==> config.mk <==
export PLATFORM = sky130hd
export DESIGN_NAME = cell_reasm
export DESIGN_NICKNAME = d
export VERILOG_FILES = /design/src/rtl/reasm_pkg.sv /design/src/rtl/reasm_vc_table.sv /design/src/rtl/reasm_free_fifo.sv /design/src/rtl/cell_reasm.sv
export SDC_FILE = /design/constraint.sdc
export NUM_CORES = 2
export LEC_CHECK = 0
export BUFFER_PORTS_ARGS = -buffer_cell sky130_fd_sc_hd__clkbuf_2
export CAP_MARGIN = 30
export CORE_AREA = 3 3 503 505
export DETAILED_ROUTE_END_ITERATION = 10
export DIE_AREA = 0 0 506 508
export PLACE_DENSITY = 0.5
export SYNTH_ARGS = -nofsm -noshare
export SYNTH_HDL_FRONTEND = slang
export SYNTH_HIERARCHICAL = 1
export SYNTH_SLANG_ARGS = --single-unit
==> constraint.sdc <==
create_clock -name clk -period 6 [get_ports clk]
set_input_delay 0.9 -clock clk [delete_from_list [all_inputs] [get_ports clk]]
set_output_delay 0.9 -clock clk [all_outputs]
set_load 0.02 [all_outputs]
==> src/rtl/reasm_pkg.sv <==
package reasm_pkg;
  // Classification of an accepted cell against its channel state
  typedef enum logic [2:0] {
    CK_UNKNOWN,
    CK_SINGLE,
    CK_FIRST,
    CK_MIDDLE,
    CK_FINAL,
    CK_DROP,
    CK_NOBUF
  } cell_kind_e;
endpackage

==> src/rtl/reasm_vc_table.sv <==
module reasm_vc_table #(
  parameter int NUM_VC = 16,
  parameter int NUM_EP = 4,
  localparam int VC_W = $clog2(NUM_VC),
  localparam int EP_W = $clog2(NUM_EP)
) (
  input  logic            clk,
  input  logic            rst_n,
  input  logic            we,
  input  logic [VC_W-1:0] wvc,
  input  logic            wvalid,
  input  logic [EP_W-1:0] wep,
  input  logic [VC_W-1:0] rvc,
  output logic            hit,
  output logic [EP_W-1:0] ep
);
  logic [NUM_VC-1:0] valid_q;
  logic [EP_W-1:0]   ep_q [NUM_VC];

  always_ff @(posedge clk) begin
    if (!rst_n) begin
      valid_q <= '0;
      for (int i = 0; i < NUM_VC; i++) ep_q[i] <= '0;
    end else if (we) begin
      valid_q[wvc] <= wvalid;
      ep_q[wvc]    <= wep;
    end
  end

  assign hit = valid_q[rvc];
  assign ep  = ep_q[rvc];
endmodule

==> src/rtl/reasm_free_fifo.sv <==
module reasm_free_fifo #(
  parameter int DEPTH = 4,
  parameter int AW    = 16,
  localparam int PW = $clog2(DEPTH),
  localparam int CW = $clog2(DEPTH + 1)
) (
  input  logic          clk,
  input  logic          rst_n,
  input  logic          push,
  input  logic [AW-1:0] push_addr,
  input  logic          pop,
  output logic [AW-1:0] head,
  output logic          full,
  output logic          empty
);
  logic [AW-1:0] slot [DEPTH];
  logic [PW-1:0] rp, wp;
  logic [CW-1:0] cnt;

  assign head  = slot[rp];
  assign full  = (cnt == CW'(DEPTH));
  assign empty = (cnt == '0);

  always_ff @(posedge clk) begin
    if (push) slot[wp] <= push_addr;
  end

  always_ff @(posedge clk) begin
    if (!rst_n) begin
      rp  <= '0;
      wp  <= '0;
      cnt <= '0;
    end else begin
      if (push) wp <= (wp == PW'(DEPTH - 1)) ? '0 : wp + 1'b1;
      if (pop)  rp <= (rp == PW'(DEPTH - 1)) ? '0 : rp + 1'b1;
      cnt <= cnt + CW'(push) - CW'(pop);
    end
  end

  AST_FQ_NO_OVERFLOW: assert property (@(posedge clk) disable iff (!rst_n)
    push |-> !full);
  AST_FQ_NO_UNDERFLOW: assert property (@(posedge clk) disable iff (!rst_n)
    pop |-> !empty);
endmodule

==> src/rtl/cell_reasm.sv <==
module cell_reasm
  import reasm_pkg::*;
#(
  parameter int CELL_BYTES = 48,
  parameter int NUM_VC     = 16,
  parameter int NUM_EP     = 4,
  parameter int FQ_DEPTH   = 4,
  parameter int ADDR_W     = 16,
  parameter int LEN_W      = 16,
  parameter int CNT_W      = 16,
  localparam int CELL_W = 8 * CELL_BYTES,
  localparam int VC_W   = $clog2(NUM_VC),
  localparam int EP_W   = $clog2(NUM_EP)
) (
  input  logic              clk,
  input  logic              rst_n,
  input  logic              cell_valid,
  output logic              cell_ready,
  input  logic [VC_W-1:0]   cell_vc,
  input  logic              cell_last,
  input  logic              cell_crc_ok,
  input  logic [CELL_W-1:0] cell_data,
  input  logic              map_we,
  input  logic [VC_W-1:0]   map_vc,
  input  logic              map_valid,
  input  logic [EP_W-1:0]   map_ep,
  input  logic              fb_valid,
  output logic              fb_ready,
  input  logic [EP_W-1:0]   fb_ep,
  input  logic [ADDR_W-1:0] fb_addr,
  output logic              mem_we,
  output logic [ADDR_W-1:0] mem_addr,
  output logic [CELL_W-1:0] mem_data,
  output logic              rd_valid,
  input  logic              rd_ready,
  output logic [EP_W-1:0]   rd_ep,
  output logic [VC_W-1:0]   rd_vc,
  output logic [LEN_W-1:0]  rd_len,
  output logic [ADDR_W-1:0] rd_addr,
  output logic              rd_inline,
  output logic              rd_err,
  output logic [CELL_W-1:0] rd_data,
  output logic [CNT_W-1:0]  drop_count,
  output logic [CNT_W-1:0]  unknown_count
);
  localparam logic [LEN_W-1:0] STEP = LEN_W'(CELL_BYTES);

  logic            take;
  logic            hit;
  logic [EP_W-1:0] ep_sel;
  cell_kind_e      kind;

  logic [NUM_EP-1:0] fq_full, fq_empty, fq_push, fq_pop;
  logic [ADDR_W-1:0] fq_head [NUM_EP];

  logic [NUM_VC-1:0] ch_busy, ch_drop;
  logic [ADDR_W-1:0] ch_base [NUM_VC];
  logic [LEN_W-1:0]  ch_off  [NUM_VC];

  assign cell_ready = !rd_valid || rd_ready;
  assign take       = cell_valid && cell_ready;
  assign fb_ready   = !fq_full[fb_ep];

  reasm_vc_table #(.NUM_VC(NUM_VC), .NUM_EP(NUM_EP)) u_map (
    .clk(clk), .rst_n(rst_n),
    .we(map_we), .wvc(map_vc), .wvalid(map_valid), .wep(map_ep),
    .rvc(cell_vc), .hit(hit), .ep(ep_sel)
  );

  for (genvar e = 0; e < NUM_EP; e++) begin : g_pool
    assign fq_push[e] = fb_valid && fb_ready && (fb_ep == EP_W'(e));
    assign fq_pop[e]  = take && (kind == CK_FIRST) && (ep_sel == EP_W'(e));
    reasm_free_fifo #(.DEPTH(FQ_DEPTH), .AW(ADDR_W)) u_fq (
      .clk(clk), .rst_n(rst_n),
      .push(fq_push[e]), .push_addr(fb_addr), .pop(fq_pop[e]),
      .head(fq_head[e]), .full(fq_full[e]), .empty(fq_empty[e])
    );
  end

  // Decide what the current cell means for its channel
  always_comb begin
    if (!hit)                  kind = CK_UNKNOWN;
    else if (ch_drop[cell_vc]) kind = CK_DROP;
    else if (!ch_busy[cell_vc]) begin
      if (cell_last)             kind = CK_SINGLE;
      else if (fq_empty[ep_sel]) kind = CK_NOBUF;
      else                       kind = CK_FIRST;
    end else                   kind = cell_last ? CK_FINAL : CK_MIDDLE;
  end

  // Per-channel reassembly state
  always_ff @(posedge clk) begin
    if (!rst_n) begin
      ch_busy <= '0;
      ch_drop <= '0;
      for (int i = 0; i < NUM_VC; i++) begin
        ch_base[i] <= '0;
        ch_off[i]  <= '0;
      end
    end else if (take) begin
      case (kind)
        CK_FIRST: begin
          ch_busy[cell_vc] <= 1'b1;
          ch_base[cell_vc] <= fq_head[ep_sel];
          ch_off[cell_vc]  <= STEP;
        end
        CK_MIDDLE: ch_off[cell_vc] <= ch_off[cell_vc] + STEP;
        CK_FINAL: begin
          ch_busy[cell_vc] <= 1'b0;
          ch_off[cell_vc]  <= '0;
        end
        CK_NOBUF: ch_drop[cell_vc] <= 1'b1;
        CK_DROP:  if (cell_last) ch_drop[cell_vc] <= 1'b0;
        default: ;
      endcase
    end
  end

  // Buffer write port
  always_ff @(posedge clk) begin
    if (!rst_n) begin
      mem_we   <= 1'b0;
      mem_addr <= '0;
      mem_data <= '0;
    end else begin
      mem_we <= take && (kind == CK_FIRST || kind == CK_MIDDLE || kind == CK_FINAL);
      if (take) begin
        mem_addr <= (kind == CK_FIRST) ? fq_head[ep_sel]
                                       : ch_base[cell_vc] + ADDR_W'(ch_off[cell_vc]);
        mem_data <= cell_data;
      end
    end
  end

  // Descriptor output register
  always_ff @(posedge clk) begin
    if (!rst_n) begin
      rd_valid  <= 1'b0;
      rd_ep     <= '0;
      rd_vc     <= '0;
      rd_len    <= '0;
      rd_addr   <= '0;
      rd_inline <= 1'b0;
      rd_err    <= 1'b0;
      rd_data   <= '0;
    end else if (take && (kind == CK_SINGLE || kind == CK_FINAL)) begin
      rd_valid  <= 1'b1;
      rd_ep     <= ep_sel;
      rd_vc     <= cell_vc;
      rd_inline <= (kind == CK_SINGLE);
      rd_err    <= !cell_crc_ok;
      rd_len    <= (kind == CK_SINGLE) ? STEP : ch_off[cell_vc] + STEP;
      rd_addr   <= (kind == CK_SINGLE) ? '0 : ch_base[cell_vc];
      rd_data   <= (kind == CK_SINGLE) ? cell_data : '0;
    end else if (rd_ready) begin
      rd_valid <= 1'b0;
    end
  end

  // Discard counters
  always_ff @(posedge clk) begin
    if (!rst_n) begin
      drop_count    <= '0;
      unknown_count <= '0;
    end else if (take) begin
      if (kind == CK_NOBUF)   drop_count    <= drop_count + 1'b1;
      if (kind == CK_UNKNOWN) unknown_count <= unknown_count + 1'b1;
    end
  end

  AST_RD_HOLD: assert property (@(posedge clk) disable iff (!rst_n)
    rd_valid && !rd_ready |=> rd_valid && $stable(rd_len) && $stable(rd_addr) && $stable(rd_vc));
  AST_INLINE_SHAPE: assert property (@(posedge clk) disable iff (!rst_n)
    rd_valid && rd_inline |-> rd_len == STEP && rd_addr == '0);
  AST_SINGLE_NO_WRITE: assert property (@(posedge clk) disable iff (!rst_n)
    take && kind == CK_SINGLE |=> !mem_we);
  AST_BUF_LEN: assert property (@(posedge clk) disable iff (!rst_n)
    rd_valid && !rd_inline |-> rd_len >= 2 * STEP);
  AST_UNKNOWN_STEP: assert property (@(posedge clk) disable iff (!rst_n)
    1'b1 |=> (unknown_count == $past(unknown_count) || unknown_count == $past(unknown_count) + 1'b1));
endmodule

After elaboration in Yosys (flattened, before gate mapping)

Memories as Yosys holds them, arrays and structs flattened. A register that Yosys moved wholly into a read port is not among the register bits.
Index checks and enable logic that the tools add are counted.

Bits in registers: 934
Bits in writable memories: 800
Bits of input ports: 421
Output and inout port bits: 860
Logic and storage cells: 218
Memories: 7

$add $sub $neg: 20
Order comparisons: 7
Eq/ne operators: 25
Multiplexer cells: 84
Bitwise operators: 8
Reduce and logical (&&, ||, !) cells: 39

Memories:

| name                | depth | width | read ports | clocked after Yosys merged registers in | write ports | RTL line              | source |
|---|---|---|---|---|---|---|---|
| ch_base             | 16    | 16    | 1          | 0                                       | 16          | cell_reasm.sv:57      | `logic [ADDR_W-1:0] ch_base [NUM_VC];` |
| ch_off              | 16    | 16    | 1          | 0                                       | 16          | cell_reasm.sv:58      | `logic [LEN_W-1:0] ch_off [NUM_VC];` |
| g_pool[0].u_fq.slot | 4     | 16    | 1          | 1                                       | 1           | reasm_free_fifo.sv:16 | `logic [AW-1:0] slot [DEPTH];` |
| g_pool[1].u_fq.slot | 4     | 16    | 1          | 1                                       | 1           | reasm_free_fifo.sv:16 |  |
| g_pool[2].u_fq.slot | 4     | 16    | 1          | 1                                       | 1           | reasm_free_fifo.sv:16 |  |
| g_pool[3].u_fq.slot | 4     | 16    | 1          | 1                                       | 1           | reasm_free_fifo.sv:16 |  |
| +1 memories         | -     | -     | -          | -                                       | -           | -                     |  |

Operators by type and width:

| cell                                                             | number |
|---|---|
| 384-bit 2-to-1 mux                                               | 1 |
| 16-bit 2-to-1 mux                                                | 10 |
| 16-bit case mux with 2 select lines                              | 2 |
| 1-bit 2-to-1 mux                                                 | 36 |
| 2-bit 2-to-1 mux                                                 | 17 |
| 16-bit by 1-bit adder with 16-bit output (second input constant) | 2 |
| 16-bit AND                                                       | 2 |
| 16-bit binary-select mux with 2-bit select                       | 1 |
| 16-bit bitwise OR                                                | 2 |
| 16-bit OR reduction                                              | 2 |
| 2-bit == test (second input constant)                            | 12 |
| 3-bit == test (second input constant)                            | 7 |
| 3-bit 2-to-1 mux                                                 | 6 |
| 16-bit adder                                                     | 1 |
| 16-bit by 6-bit adder with 16-bit output (second input constant) | 1 |
| 2-bit by 1-bit adder with 2-bit output (second input constant)   | 8 |
| 16-bit bitwise mux                                               | 1 |
| 16-bit inverter                                                  | 1 |
| 1-bit logical AND                                                | 15 |
| 3-bit logical NOT                                                | 5 |
| 3-bit by 1-bit adder with 3-bit output                           | 4 |
| 1-bit binary-select mux with 4-bit select                        | 3 |
| 4-bit 2-to-1 mux                                                 | 3 |
| 3-bit by 1-bit subtractor with 3-bit output                      | 4 |
| 19 further kinds                                                 | 37 |

Logic depth before layout (Yosys ltp)

Depth after elaboration: 17
Depth in mapped cells: 18
Mapped depth without buffers: 14

By module

Netlist, hierarchy kept.

By module, submodules not included:

| module          | instances | cells each | area an instance (µm²) | sequential area each (µm²) |
|---|---|---|---|---|
| cell_reasm      | 1         | 5104       | 53741.5                | 33191.8 |
| reasm_free_fifo | 4         | 128        | 2803.9                 | 2102.0 |
| reasm_vc_table  | 1         | 213        | 2368.5                 | 1281.2 |

Least setup slack after synthesis

No wires, ideal clock.

Path type: in2reg
Start: in cell_vc[0]
End: reg mem_addr[14]
Setup time: 0.091 ns
Data arrival time: 5.468 ns
Slack: 0.441 ns
Stages: 18
Cell sequence: buf_6 > buf_6 > buf_4 > buf_6 > buf_6 > buf_2 > buf_2 > mux4_2 > mux4_2 > ha_1 > fa_1 > a211oi_1 > o21a_1 > nor2_1 > o41ai_1 > and3_1 > nor3_1 > a311oi_1

Word-level cells in the longest chain between the ends: 10
Elaborated cells between the ends (all ways): 23
Classes of those cells: add/sub: 1; eq/ne: 1; mux: 17; bitwise: 1; memory: 3

RTL lines:

| item                                      | RTL line          | source |
|---|---|---|
| start: declaration                        | cell_reasm.sv:19  | `input logic [VC_W-1:0] cell_vc,` |
| memory read 16 x 2 bit                    | -                 |  |
| 1-bit binary-select mux with 2-bit select | cell_reasm.sv:86  | `else if (fq_empty[ep_sel]) kind = CK_NOBUF;` |
| 1-bit 2-to-1 mux (not written as such)    | cell_reasm.sv:86  |  |
| 3-bit 2-to-1 mux                          | cell_reasm.sv:86  |  |
| 3-bit 2-to-1 mux                          | cell_reasm.sv:85  | `if (cell_last) kind = CK_SINGLE;` |
| 3-bit 2-to-1 mux                          | cell_reasm.sv:84  | `else if (!ch_busy[cell_vc]) begin` |
| 3-bit 2-to-1 mux                          | cell_reasm.sv:83  | `else if (ch_drop[cell_vc]) kind = CK_DROP;` |
| 3-bit 2-to-1 mux                          | cell_reasm.sv:82  | `if (!hit) kind = CK_UNKNOWN;` |
| 3-bit by 2-bit == test with 1-bit output  | cell_reasm.sv:128 | `mem_addr <= (kind == CK_FIRST) ? fq_head[ep_sel]` |
| 16-bit 2-to-1 mux *                       | cell_reasm.sv:128 |  |
| end signal: assignment                    | cell_reasm.sv:128 |  |
| end: declaration                          | cell_reasm.sv:32  | `output logic [ADDR_W-1:0] mem_addr,` |

Mark *: on every way between the ends. The rest lies on a longest branch, timed or not. The select of a mux whose other input is x is not followed.
A chain may end at the register's enable or synchronous reset.

Final worst setup path

Start: in cell_vc[0]
End: reg g_pool[2].u_fq.cnt[2]

Word-level cells in the longest chain between the ends: 12
Elaborated cells between the ends (all ways): 19
Classes of those cells: add/sub: 1; eq/ne: 2; mux: 13; reduce/logical: 2; memory: 1

RTL lines:

| item                                          | RTL line              | source |
|---|---|---|
| memory read 16 x 2 bit                        | -                     |  |
| 1-bit binary-select mux with 2-bit select     | cell_reasm.sv:86      |  |
| 1-bit 2-to-1 mux (not written as such)        | cell_reasm.sv:86      |  |
| 3-bit 2-to-1 mux                              | cell_reasm.sv:86      |  |
| 3-bit 2-to-1 mux                              | cell_reasm.sv:85      |  |
| 3-bit 2-to-1 mux                              | cell_reasm.sv:84      |  |
| 3-bit 2-to-1 mux                              | cell_reasm.sv:83      |  |
| 3-bit 2-to-1 mux                              | cell_reasm.sv:82      |  |
| 3-bit by 2-bit == test with 1-bit output      | cell_reasm.sv:72      | `assign fq_pop[e] = take && (kind == CK_FIRST) && (ep_sel == EP_W'(e));` |
| 1-bit logical AND                             | cell_reasm.sv:72      |  |
| 1-bit logical AND *                           | cell_reasm.sv:72      |  |
| via fq_pop[2]                                 | cell_reasm.sv:53      | `logic [NUM_EP-1:0] fq_full, fq_empty, fq_push, fq_pop;` |
| 3-bit by 1-bit subtractor with 3-bit output * | reasm_free_fifo.sv:36 | `cnt <= cnt + CW'(push) - CW'(pop);` |
| end signal: assignment                        | reasm_free_fifo.sv:36 |  |
| end: declaration                              | reasm_free_fifo.sv:18 | `logic [CW-1:0] cnt;` |

The timed path passes the listed nets; every way through them passes the cells marked *. The select of a mux whose other input is x is not followed.

==> results.txt <==
WP data required = 6.74 ns
Clock latency on the worst-skew pair = 0.91 ns
Post-synth EDFFs = 800
Starting Density = 27.1%
Yosys warns = 6
Iter 0 DRT Violations = 5640
Buffers on Ports = 1280
Layout cells sized above 1 = 28.0%
Final worst clock skew = 0.0847 ns
Top post-synthesis cells by area = edfxtp_1 36%, dfxtp_1 28%, mux4_2 7.0%
Max_cap viols = 0
Outcome = finished clean
Count leader, synth = nor2_1
Headroom to the max-slew limit = 24.2%
Worst-path maximum fanout = 51
Slew at the pin closest to its max-slew limit = 1.14 ns
Asr flop ratio synth = 0%
Largest net degree at the start of global routing = 178
Main synth FF type = dfxtp_1
H-tree levels = 4
Critical Path Source Type = primary input
Clock transition at path regs = 0.06 ns
Clk buf depth = 3
F_max = 203 MHz
Syn Nets = 6301
Total die area = 257000 um2
Core Area = 249000 um2
Crit. End Element = flip-flop
FF-to-FF path depth = 12
Multi-input gate area = 22500 um2
Yosys top cell area share = 35.7%
Post-CTS setup buffer count = 0
Die Wd = 506 um
Setup CP Type = in2reg
Placed insts = 10200
CTS tree = done
CP Cell Sequence = buf_8 -> buf_4 -> mux4_2 -> mux4_2 -> or2_1 -> or3_4 -> nor4b_1 -> buf_4 -> ha_1 -> inv_1 -> ha_1 -> fa_1 -> xor3_1 -> nor2_1
Wire length per cell = 35.8 um
Setup repair after global routing missed its margin = false
Total GRT Usage = 28.6%
Post-cts resize count = 0
Slew Limit Fails = 0
Vias in the first global route = 51300
Worst Path Arrival = 5.67 ns
Global route overflow = 0
Via/cell ratio = 5.04
Hold WC Path Type = in2reg
Cts hold-fix bufs = 0
#FFs+latches synth = 1742
Slowest CP cell = nor4b_1
Max stage delay on crit path = 0.70 ns
Final setup TNS = 0 ns
Setup violators final = 0
Largest vdd supply drop = 308 uV
Power Density = 336 nW/um2
Period utilisation layout = 82.1%
Number of fill cells = 25300
First-pass iteration count of the detailed router = 8
Hold Path Depth = 2
Clock sink count = 1742
Dpl hpwl = 300 mm
Cell Count, Final, Fillers Out = 10600
Rows = 183
Area growth, synth to finish = 26.5%
DIE HEIGHT = 508 um
Clk Tree Root Cell = clkbuf_16
Tmin final = 4.92 ns
Mapped Area = 67300 um2
Cells after Synth = 5829
Vias = 53500
Avg Inst Size Synth = 11.6 um2
Residual DRC = 0
Global-route wire length before repair = 493 mm
Synth cell types = 68
FF/Latch Area = 42900 um2
Synth cell count leaders = 1024 x nor2_1, 942 x dfxtp_1, 919 x nand2_1, 800 x edfxtp_1, 473 x a21oi_1
Routability Congestion = 1.01
Clock buffer count from CTS = 203
Boundary Pins = 1281
Leakage = 32.8 nW
Initial antenna violation count = 165
Routed Antenna Nets = 0
Sequential-to-total area share from yosys stat = 63.7%
Drt total wl = 381 mm
Post-synth top area cell = edfxtp_1
Nets = 7515
Hold Vio Cnt, Final = 0
## worst max-delay path, delay by kind of cell
| family | cells | cell delay (ns) |
|---|---|---|
| simple gates | 4 | 1.46 |
| mux | 2 | 1.04 |
| buf+inv | 4 | 0.93 |
| fa+ha+maj | 3 | 0.72 |
| xor+xnor | 1 | 0.38 |
## through the flow
step	area (um2)	power [W]	util, %	setup slack, ns	hold slack (ns)
after floorplan	67300	0.0143	-	0.441	0.431
after global placement	77600	0.0158	31.2	0.389	0.440
after detailed placement	77800	0.0158	31.3	0.374	0.445
after CTS	84900	0.0289	34.1	1.31	0.127
after global routing	85100	0.0295	34.2	1.07	0.173
final	85200	0.0286	34.2	1.08	0.210
## logic make-up after synthesis
group           count (synthesis)  synth area share [%]
mux                           283                  8.91
xor+xnor                       50                 0.762
buf+inv                       469                  2.99
flops                        1742                  63.7
compound gates               1071                  9.75
simple gates                 2163                  12.9
fa+ha+maj                      51                  1.00
## per-layer routing
layer  global-route usage, %  vias to the layer above  share of wire [%]  wire length (um)
met4                    16.4                       50                6.6             25200
li1                        -                    23300                  -                 -
met1                    35.9                    27100                 40            154000
met5                       0                        -              0.088               335
met2                    44.3                     2419                 45            172000
met3                    7.62                      638                7.6             29000
## cells in the final DEF, fill, tap and decap left out, types with 18 or more instances in the layout
master     Yosys  layout
dfxtp_1      942     942
edfxtp_1     800     800
nand3_1       50      49
nor3_1        26      23
and3_1        18      18
bufinv_16      0      19
mux4_2       210     210
o21ai_1       38      45
ha_1          46      46
clkbuf_2       0    1277
mux4_1        32      32
mux2i_1       25      25
clkbuf_8       0      31
nor2_1      1024    1022
clkbuf_16      0     204
clkinv_2       0      34
clkbuf_1     338      47
nand2_1      919     918
inv_1         38      38
xnor2_1       19      19
buf_12         4      34
a211oi_1      24      24
buf_4          6     111
a21oi_1      473     473
clkinv_1       0      19
o21ai_0       89      82
a22oi_1      398     398
xor2_1        25      25
and2_1        28      27
diode_2        0      77
## path summary, 6_finish.rpt
check | startpoint | to | slack (ns)
worst max register to register | flip-flop | g_pool[2].u_fq/cnt[2] | 1.52
worst min-delay path | cell_crc_ok | rd_err | 0.21
worst min register to register | rd_len[7] | rd_len[7] | 0.45
worst max-delay path | cell_vc[0] | g_pool[2].u_fq/cnt[2] | 1.08
## flip-flops by register name, indices dropped and copies added (netlist names), 2 cells and up, named ones only
register / flops
ch_base: 256
ch_off: 256
drop_count: 16
g_pool.u_fq/cnt: 12
g_pool.u_fq/rp: 8
g_pool.u_fq/slot: 256
g_pool.u_fq/wp: 8
mem_addr: 16
mem_data: 384
rd_addr: 16
rd_data: 384
rd_ep: 2
rd_len: 16
rd_vc: 4
u_map/ep_q: 32
u_map/valid_q: 16
unknown_count: 16
## final cells by class
class                   count  share of cell area [%]
inverters                  39                   0.181
clock buffers             282                    6.70
repair buffers           1439                    9.65
clock inverters           101                    1.59
flip-flops and latches   1742                    50.4
multi-input cells        3618                    26.4
diodes                     77                   0.226
well taps                3330                    4.89
## power by group
part | internal, W | switching [W] | leakage, nW
Clock | 0.00753 | 0.00553 | 3.42
Combinational | 0.000734 | 0.00194 | 13.8
Sequential | 0.0127 | 0.000162 | 15.6
(Power assumes the default switching activity.)
